<file path="src/rtl/dss_pkg.sv">
package dss_pkg;
    parameter int unsigned DSS_ADDR_W = 8;
    parameter int unsigned DSS_WORD_W = 4;

    typedef enum logic [1:0] {
        MODE_DESELECT = 2'd0,
        MODE_HIDDEN   = 2'd1,
        MODE_READ     = 2'd2,
        MODE_WRITE    = 2'd3
    } access_mode_e;
endpackage

</file>
<file path="src/rtl/dss_access_decode.sv">
module dss_access_decode
    import dss_pkg::*;
(
    input  logic         rst_n,
    input  logic         sel_n,
    input  logic         sel_p,
    input  logic         oe_n,
    input  logic         we_n,
    output access_mode_e mode,
    output logic         wr_go,
    output logic         drive_on
);
    logic selected;
    assign selected = rst_n && !sel_n && sel_p;

    // mode selection
    always_comb begin
        if (!selected)
            mode = MODE_DESELECT;
        else if (!we_n)
            mode = MODE_WRITE;
        else if (!oe_n)
            mode = MODE_READ;
        else
            mode = MODE_HIDDEN;
    end

    // per-mode controls
    always_comb begin
        wr_go    = 1'b0;
        drive_on = 1'b0;
        unique case (mode)
            MODE_DESELECT: ;
            MODE_HIDDEN:   ;
            MODE_READ:     drive_on = 1'b1;
            MODE_WRITE:    wr_go    = 1'b1;
            default:       ;
        endcase
    end
endmodule

</file>
<file path="src/rtl/dss_word_array.sv">
module dss_word_array #(
    parameter int unsigned ADDR_W = 8,
    parameter int unsigned WORD_W = 4
) (
    input  logic              clk,
    input  logic              wr_go,
    input  logic [ADDR_W-1:0] addr,
    input  logic [WORD_W-1:0] wr_word,
    output logic [WORD_W-1:0] rd_word
);
    localparam int unsigned DEPTH = 1 << ADDR_W;

    logic [WORD_W-1:0] cells [DEPTH];

    always_ff @(posedge clk) begin
        if (wr_go)
            cells[addr] <= wr_word;
    end

    assign rd_word = cells[addr];
endmodule

</file>
<file path="src/rtl/dss_out_stage.sv">
module dss_out_stage #(
    parameter int unsigned WORD_W = 4
) (
    input  logic              drive_on,
    input  logic [WORD_W-1:0] rd_word,
    output logic [WORD_W-1:0] dout,
    output logic              out_valid
);
    localparam logic PULL_BIT = 1'b1;

    for (genvar b = 0; b < WORD_W; b++) begin : g_bit
        assign dout[b] = drive_on ? rd_word[b] : PULL_BIT;
    end

    assign out_valid = drive_on;
endmodule

</file>
<file path="src/rtl/dual_sel_sram.sv">
module dual_sel_sram
    import dss_pkg::*;
#(
    parameter int unsigned ADDR_W = DSS_ADDR_W,
    parameter int unsigned WORD_W = DSS_WORD_W
) (
    input  logic              clk,
    input  logic              rst_n,
    input  logic [ADDR_W-1:0] addr,
    input  logic [WORD_W-1:0] din,
    input  logic              sel_n,
    input  logic              sel_p,
    input  logic              oe_n,
    input  logic              we_n,
    output logic [WORD_W-1:0] dout,
    output logic              out_valid
);
    access_mode_e      mode;
    logic              wr_go;
    logic              drive_on;
    logic [WORD_W-1:0] rd_word;

    dss_access_decode u_decode (
        .rst_n    (rst_n),
        .sel_n    (sel_n),
        .sel_p    (sel_p),
        .oe_n     (oe_n),
        .we_n     (we_n),
        .mode     (mode),
        .wr_go    (wr_go),
        .drive_on (drive_on)
    );

    dss_word_array #(.ADDR_W(ADDR_W), .WORD_W(WORD_W)) u_array (
        .clk     (clk),
        .wr_go   (wr_go),
        .addr    (addr),
        .wr_word (din),
        .rd_word (rd_word)
    );

    dss_out_stage #(.WORD_W(WORD_W)) u_out (
        .drive_on  (drive_on),
        .rd_word   (rd_word),
        .dout      (dout),
        .out_valid (out_valid)
    );
endmodule

</file>
<file path="config.mk">
export PLATFORM = sky130hd
export DESIGN_NAME = dual_sel_sram
export DESIGN_NICKNAME = d
export VERILOG_FILES = /design/src/rtl/dss_pkg.sv /design/src/rtl/dss_access_decode.sv /design/src/rtl/dss_word_array.sv /design/src/rtl/dss_out_stage.sv /design/src/rtl/dual_sel_sram.sv
export SDC_FILE = /design/constraint.sdc
export NUM_CORES = 1
export LEC_CHECK = 0
export BUFFER_PORTS_ARGS = -buffer_cell sky130_fd_sc_hd__buf_4
export CORE_UTILIZATION = 45
export CTS_BUF_LIST = sky130_fd_sc_hd__clkbuf_8
export CTS_CLUSTER_DIAMETER = 80
export DETAILED_ROUTE_END_ITERATION = 6
export PLACE_DENSITY = 0.56
export SLEW_MARGIN = 40
export SYNTH_ARGS = -nofsm -noshare
export SYNTH_HDL_FRONTEND = slang
export SYNTH_SLANG_ARGS = --single-unit
export TNS_END_PERCENT = 100
</file>
<file path="constraint.sdc">
create_clock -name clk -period 13.68 [get_ports clk]
set_clock_uncertainty 0.1 [all_clocks]
set_input_delay 3.42 -clock clk [delete_from_list [all_inputs] [get_ports clk]]
set_output_delay 3.42 -clock clk [all_outputs]
set_load 0.02 [all_outputs]
</file>
# Word level (Yosys, flattened, before mapping)
# Memories as Yosys holds them, arrays and structs flattened.
# Cells that the tools add are included.
[op_classes]
n_mux = 11
n_eq_ne = 2
reduce_logical = 3
[op_table]
columns = ["cell", "n"]
rows = [
  ["$mux W1", 8],
  ["$mux W2", 3],
  ["$eq A2 B2 Y1 const B", 2],
  ["$logic_and A1 B1 Y1", 2],
  ["$logic_not A1 Y1", 1],
]
[totals]
ram_bits = 1024
n_memories = 1
in_bits = 18
output_inout_bits = 5
word_cells = 17
register_bits = 0
[memory_table]
columns = ["name", "words", "width", "read_ports", "rd_ports_with_merged_regs", "wr", "line_no", "text"]
rows = [
  ["u_array.cells", 256, 4, 1, 0, 1, "dss_word_array.sv:13", "logic [WORD_W-1:0] cells [DEPTH];"],
]

# Logic depth before layout (Yosys ltp)
# Gate-level depths: netlist of run 1.
[logic_depth]
ltp_word = 8
depth_mapped = 13
mapped_depth_nobuf = 7

# Hierarchy
# From an unflattened synthesis of run 1, not the netlist that was laid out.
[hier_totals]
hier_cells = 1967
area_unflattened_um2 = 40004.6
[by_module_without_submodules]
columns = ["module", "area_each_um2", "seq_area_each_um2", "n_inst", "cells_each"]
rows = [
  ["dss_word_array", 39922.0, 30749.5, 1, 1956],
  ["dss_access_decode", 50.0, 0.0, 1, 6],
  ["dss_out_stage", 32.5, 0.0, 1, 5],
]

# Worst setup path before layout of run 1
# OpenSTA, ideal clock, no wires.
[synth_timing]
path_kind = "input port to output port"
startpoint = "input addr[0]"
endpoint = "output dout[2]"
path_stages = 12
t_arrival_ns = 5.633
setup_slack_ns = 4.527
required_time_ns = 10.160
n_path_buf = 5
path_cell_list = "buf_6 > buf_6 > buf_6 > buf_6 > buf_2 > mux4_2 > a22oi_1 > a21oi_1 > nor4_1 > o22ai_1 > nor2_1 > nand2_1"
[synth_via]
elab_chain_cells = 2
[synth_lines]
columns = ["item", "line_no", "text"]
rows = [
  ["start: declaration", "dual_sel_sram.sv:9", "input logic [ADDR_W-1:0] addr,"],
  ["$mem_v2 Z256 W4", "-", ""],
  ["$mux W1", "dss_out_stage.sv:12", "assign dout[b] = drive_on ? rd_word[b] : PULL_BIT;"],
  ["end: declaration", "dual_sel_sram.sv:15", "output logic [WORD_W-1:0] dout,"],
]
# Every way passes these cells.

# Worst setup path in the final report of run 1
[layout_timing]
startpoint = "input addr[0]"
endpoint = "output dout[1]"
# Same word-level chain as after synthesis.

==> impl_metrics.csv, run 1 <==
group,metric,value,unit
pwr,max-vdd-ir-drop,0.0913,mV
sta,tns,0,ns
clock_network,cts_sinks,1024,
clock_network,cts_tree,"done",
die,die-height,301,um
grt,grt_max_degree,101,
setup_path,worst-setup-path-type,"in -> out",
clock_network,cts-root-buf,"clkbuf_8",
routing,routed_via_density,6.05,
routing,drt_wl_total,107000,um
routing,drc,8,
layout,final_core_util,0.506,
clock_network,clkTransAtPathRegs,0.06,ns
grt,antenna_found_initial,2,
sta,max_clock_freq,93.7,MHz
die,ioPinCount,23,
layout,area_delta_synth_final,11.0,%
synth,ys_seq_area_frac,0.763,
sta,finalCritPeriodShare,0.780,
synth,synth_top_area_frac,0.763,
routing,vias,20800,
layout,nets,2175,
routing,drtAntennaViolNets,0,
synth,yosys-top-cells-count,"1024 x edfxtp_1, 280 x nor2_1, 230 x mux4_2, 95 x a22oi_1, 65 x clkbuf_1",
setup_path,critPathArrivalTime,7.16,ns
setup_path,critPathCaptureType,"primary output",
routing,firstDrtPassIters,7,
routing,met3_length,8790,um
synth,synth_async_sr_flop_share,0,
die,die_w,301,um
routing,m1WireLength,44400,um
layout,largest_register_ffs,1024,
sta,layout_min_cycle_time,10.68,ns
grt,first_global_vias,21300,
place,dpl.hpwl,62900,um
sta,slew_headroom,0.427,
layout,reg_top3,"u_array.cells x1024",
run,maxCapViolations,0,
layout,drive_above_1_share,0.231,
clock_network,cts_hold_buf,0,
run_status,violations,"DRC",
worst_hold_path,worstHoldPathType,"in -> reg",
synth,avgSynthCellArea,19.6,sq um
setup_path,cp_data_required_time,10.16,ns
clock_network,cts_resized,0,
die,die_area,90800,sq um
routing,wl_per_cell,30.9,um
setup_path,path_max_fanout,69,
synth,netlist_instances,2058,
synth,synth_ff_type,"edfxtp_1",
die,rows,109,
sta,setup_viol,0,
synth,synth-edff-count,1024,
place,place.gp.congestion,0.838,
clock_network,cts.path.max_buffers,3,
sta,maxSlewViolCount,0,
sta,hold_violations,0,
clock_network,cts_setup_buffers,0,
grt,track_usage,0.240,
grt,grt_first_pass_wirelength,153000,um
synth,yosysTopAreaCell,"edfxtp_1",
die,initial_utilization,0.456,
synth,synthTopCellsByArea,"edfxtp_1 76%, mux4_2 13%, nor2_1 2.6%, a22oi_1 1.8%, mux2i_1 1.5%",
synth,ys_types,48,
die,design.core.area,88500,sq um
pwr,p_leak,0.0139,uW
clock_network,h-tree-depth,4,
synth,netlist_area,40300,sq um
synth,ys_seq_elements,1024,
setup_path,critPathLaunchType,"input pin",
routing,wl_met2,51300,um
sta,rsz0062_at_grt,"false",
routing,drt_iter0_drc,2470,
clock_network,numCtsBuffers,164,
pwr,powerDensity,137,nW/um^2
place,io_buffers,22,
run_status,status,"finished with violations",
grt,grt_overflow,0,
synth,synth_most_common_cell,"edfxtp_1",
routing,maxUsedRoutingLayer,"met4",
synth,synthesis.nets,2076,
layout,regMostFlops,"u_array.cells",
sta,tightest_slew,0.846,ns
synth,yosysWarnings,0,
==> cells in the final DEF (no fill, tap or decap), types with 35 or more instances in the layout <==
cell type  netlist  routed
a22oi_1         95      95
edfxtp_1      1024    1024
inv_1            4      48
a21oi_1         35      35
mux2i_1         62      62
nand2_1         63      51
mux4_2         230     230
nor2_1         280     278
clkinv_1         1      43
clkbuf_8         0     164
buf_4           15      44
==> stage by stage <==
step | hold WS [ns] | std cells | total power, uW | cell area, sq um | setup slack, ns
5_1_grt | 2.97 | 3447 | 6330 | 44800 | 2.78
3_3_place_gp | 3.83 | 3151 | 3830 | 41700 | 2.12
2_1_floorplan | 3.42 | 2058 | 3680 | 40300 | 4.53
6_report | 2.99 | 3447 | 6150 | 44800 | 3.00
4_1_cts | 2.93 | 3446 | 6200 | 44700 | 3.01
3_5_place_dp | 3.85 | 3156 | 3840 | 41800 | 3.02
==> area by class of cell <==
class	count	area (sq um)
antenna	1	2.50
clock buffer	164	2260
clock inverter	126	643
fill	7110	43700
inverter	5	18.8
multi-input combinational	897	9010
sequential	1024	30700
tap	1165	1460
timing repair buffer	65	632
==> path summary, 6_finish.rpt <==
kind	slack, ns	to	start	cells after the start
worst max-delay path	3.00	dout[1]	addr[0]	9
worst min-delay path	2.99	u_array.cells[228][1]	din[1]	1
==> kinds of logic (layout without fill, tap and decap cells) <==
group,Yosys count,count (layout),synth area share
buf+inv,137,360,0.0176
other cells,0,1,0
simple gates,420,420,0.0432
mux,294,294,0.144
flops,1024,1024,0.763
compound gates,183,183,0.0321
==> routing by layer <==
| metal | GRT usage | vias to the layer above |
|---|---|---|
| met5 | 0 | - |
| met1 | 0.337 | 11100 |
| met2 | 0.379 | 965 |
| li1 | - | 8643 |
| met3 | 0.0509 | 151 |
| met4 | 0.0711 | 0 |
==> power by group <==
group | internal (uW) | switching [uW]
clock network | 1170 | 1210
registers | 3450 | 0.254
logic | 102 | 215
total | 4720 | 1430
==> worst max-delay path, stage by stage <==
cell     delay, ns
buf_8         0.46
buf_12        0.49
mux4_2        0.58
a22oi_1       0.25
a211o_1       0.33
nand4_1       0.28
or4_1         0.57
a311o_1       0.40
buf_4         0.19
Power figures use the tool's default switching activity.
==> inputs of run 2 (changes only) <==
Settings changed: PLACE_DENSITY 0.56 to 0.58.
Clock period 13.68 ns to 9.35 ns, I/O delays scaled along.
==> run 2 against run 1 <==
The flow still finishes with violations (DRC). Setup slack got worse by 1.9 ns. Clock-buffer cell count unchanged. Critical path depth increased by 4. Hold slack got worse by 1.1 ns. Largest cell class unchanged.
==> impl_metrics.csv, run 2 (synthesis results as in run 1) <==
group,metric,value,unit
clock_network,cts_setup_buffers,0,
layout,regMostFlops,"u_array.cells",
grt,track_usage,0.240,
sta,tns,0,ns
die,rows,109,
run,maxCapViolations,0,
layout,largest_register_ffs,1024,
setup_path,path_max_fanout,35,
setup_path,cpMaxStageDelayCell,"nor4_1",
clock_network,cts.path.max_buffers,3,
sta,rsz0062_at_grt,"false",
pwr,combPwrFrac,0.052,
pwr,internal_power,6980,uW
place,place.gp.congestion,0.855,
worst_hold_path,holdPathEnd,"u_array.cells[75][0]",
clock_network,cts_tree,"done",
routing,drtAntennaViolNets,0,
layout,drive_above_1_share,0.233,
sta,maxSlewViolCount,0,
pwr,powerDensity,201,nW/um^2
setup_path,cp_top_family,"buffers and inverters",
worst_hold_path,worstHoldPathType,"in -> reg",
setup_path,crit_buf_inv,6,
clock_network,clkTransAtPathRegs,0.06,ns
grt,grt_max_degree,115,
place,place_ws,1.07,ns
die,initial_utilization,0.456,
place,io_buffers,22,
run_status,status,"finished with violations",
clock_network,cts_hold_buf,0,
sta,tightest_slew,0.900,ns
clock_network,h-tree-depth,4,
pwr,p_sw_frac,0.232,
pwr,max-vdd-ir-drop,0.111,mV
grt,first_global_vias,21700,
pwr,p_switching,2100,uW
routing,routed_via_density,6.06,
routing,wl_per_cell,30.6,um
layout,final_common_cell,"edfxtp_1",
grt,antenna_found_initial,2,
layout,nets,2204,
sta,hold_violations,0,
setup_path,max_stage_delay,0.63,ns
worst_hold_path,holdPathStages,1,
sta,setup_viol,0,
pwr,p_leak,0.0141,uW
layout,reg_top3,"u_array.cells x1024",
setup_path,critPathLaunchType,"input pin",
routing,firstDrtPassIters,7,
setup_path,worst-setup-path-type,"in -> out",
setup_path,critPathCaptureType,"primary output",
routing,vias,21100,
pwr,clkPwrFrac,0.392,
die,die_area,90800,sq um
worst_hold_path,worstHoldStart,"din[0]",
setup_path,critPathArrivalTime,5.85,ns
routing,drt_iter0_drc,2560,
routing,drc,6,
layout,area_delta_synth_final,11.9,%
routing,drt_wl_total,106000,um
sta,finalCritPeriodShare,0.886,
die,die_w,301,um
sta,layout_min_cycle_time,8.28,ns
setup_path,cp_data_required_time,6.91,ns
sta,slew_headroom,0.400,
sta,fin_ws,1.07,ns
die,ioPinCount,23,
clock_network,numCtsBuffers,163,
run_status,violations,"DRC",
layout,final_cell_mix,"1024 x edfxtp_1, 277 x nor2_1, 230 x mux4_2, 165 x clkbuf_8, 95 x a22oi_1",
die,design.core.area,88500,sq um
sta,max_clock_freq,121,MHz
die,die-height,301,um
clock_network,cts_resized,0,
clock_network,cts_sinks,1024,
grt,grt_first_pass_wirelength,155000,um
setup_path,path_cells,"buf_8, buf_16, buf_16, buf_12, mux4_2, a22oi_1, a21oi_1, nor4_1, buf_4, o22ai_1, nor2_1, nand2_1, buf_4",
grt,grt_overflow,0,
clock_network,cts-root-buf,"clkbuf_8",
pwr,pwr-share-seq,0.556,
place,dpl.hpwl,65300,um
run 2: how the worst max path moves through the flow:
stage,slack (ns),cells past startpoint,startpoint,endpoint
after detailed placement,1.07,13,addr[0],dout[2]
after CTS,1.07,13,addr[0],dout[2]
after floorplan,2.36,12,addr[0],dout[2]
after global placement,0.95,11,addr[0],dout[2]
final,1.07,13,addr[0],dout[2]
after global routing,0.94,11,addr[0],dout[1]
run 2: power by group through the flow:
| stage | Sequential, uW | Clock (uW) | Combinational (uW) |
|---|---|---|---|
| after global routing | 5050 | 3800 | 495 |
| after floorplan | 5150 | 0 | 240 |
| after global placement | 5150 | 0 | 460 |
| after detailed placement | 5150 | 0 | 472 |
| final | 5050 | 3560 | 474 |
| after CTS | 5050 | 3620 | 473 |
run 2: final cells by class:
cell class / count / area (sq um)
clock buffers: 164 / 2260
multi-input cells: 897 / 8950
fillers: 7080 / 43400
clock inverters: 129 / 733
flip-flops and latches: 1024 / 30700
repair buffers: 95 / 937
inverters: 5 / 18.8
diodes: 1 / 2.50
well taps: 1165 / 1460
run 2: through the flow:
step / cell area [sq um] / hold WS (ns) / util / instances / power (uW)
final: 45100 / 1.89 / 0.510 / 3480 / 9080
after global routing: 45100 / 1.89 / 0.510 / 3480 / 9350
after detailed placement: 42100 / 2.77 / 0.475 / 3185 / 5620
after global placement: 42000 / 2.76 / 0.474 / 3183 / 5610
after floorplan: 40300 / 2.34 / - / 2058 / 5390
after CTS: 45100 / 1.85 / 0.509 / 3478 / 9150
run 2: layer usage:
layer | global-route usage | vias up | routed length (um)
met5 | 0 | - | 0
met4 | 0.0766 | 0 | 2850
met3 | 0.0524 | 197 | 8610
met2 | 0.373 | 974 | 50700
met1 | 0.338 | 11200 | 44300
li1 | - | 8706 | -
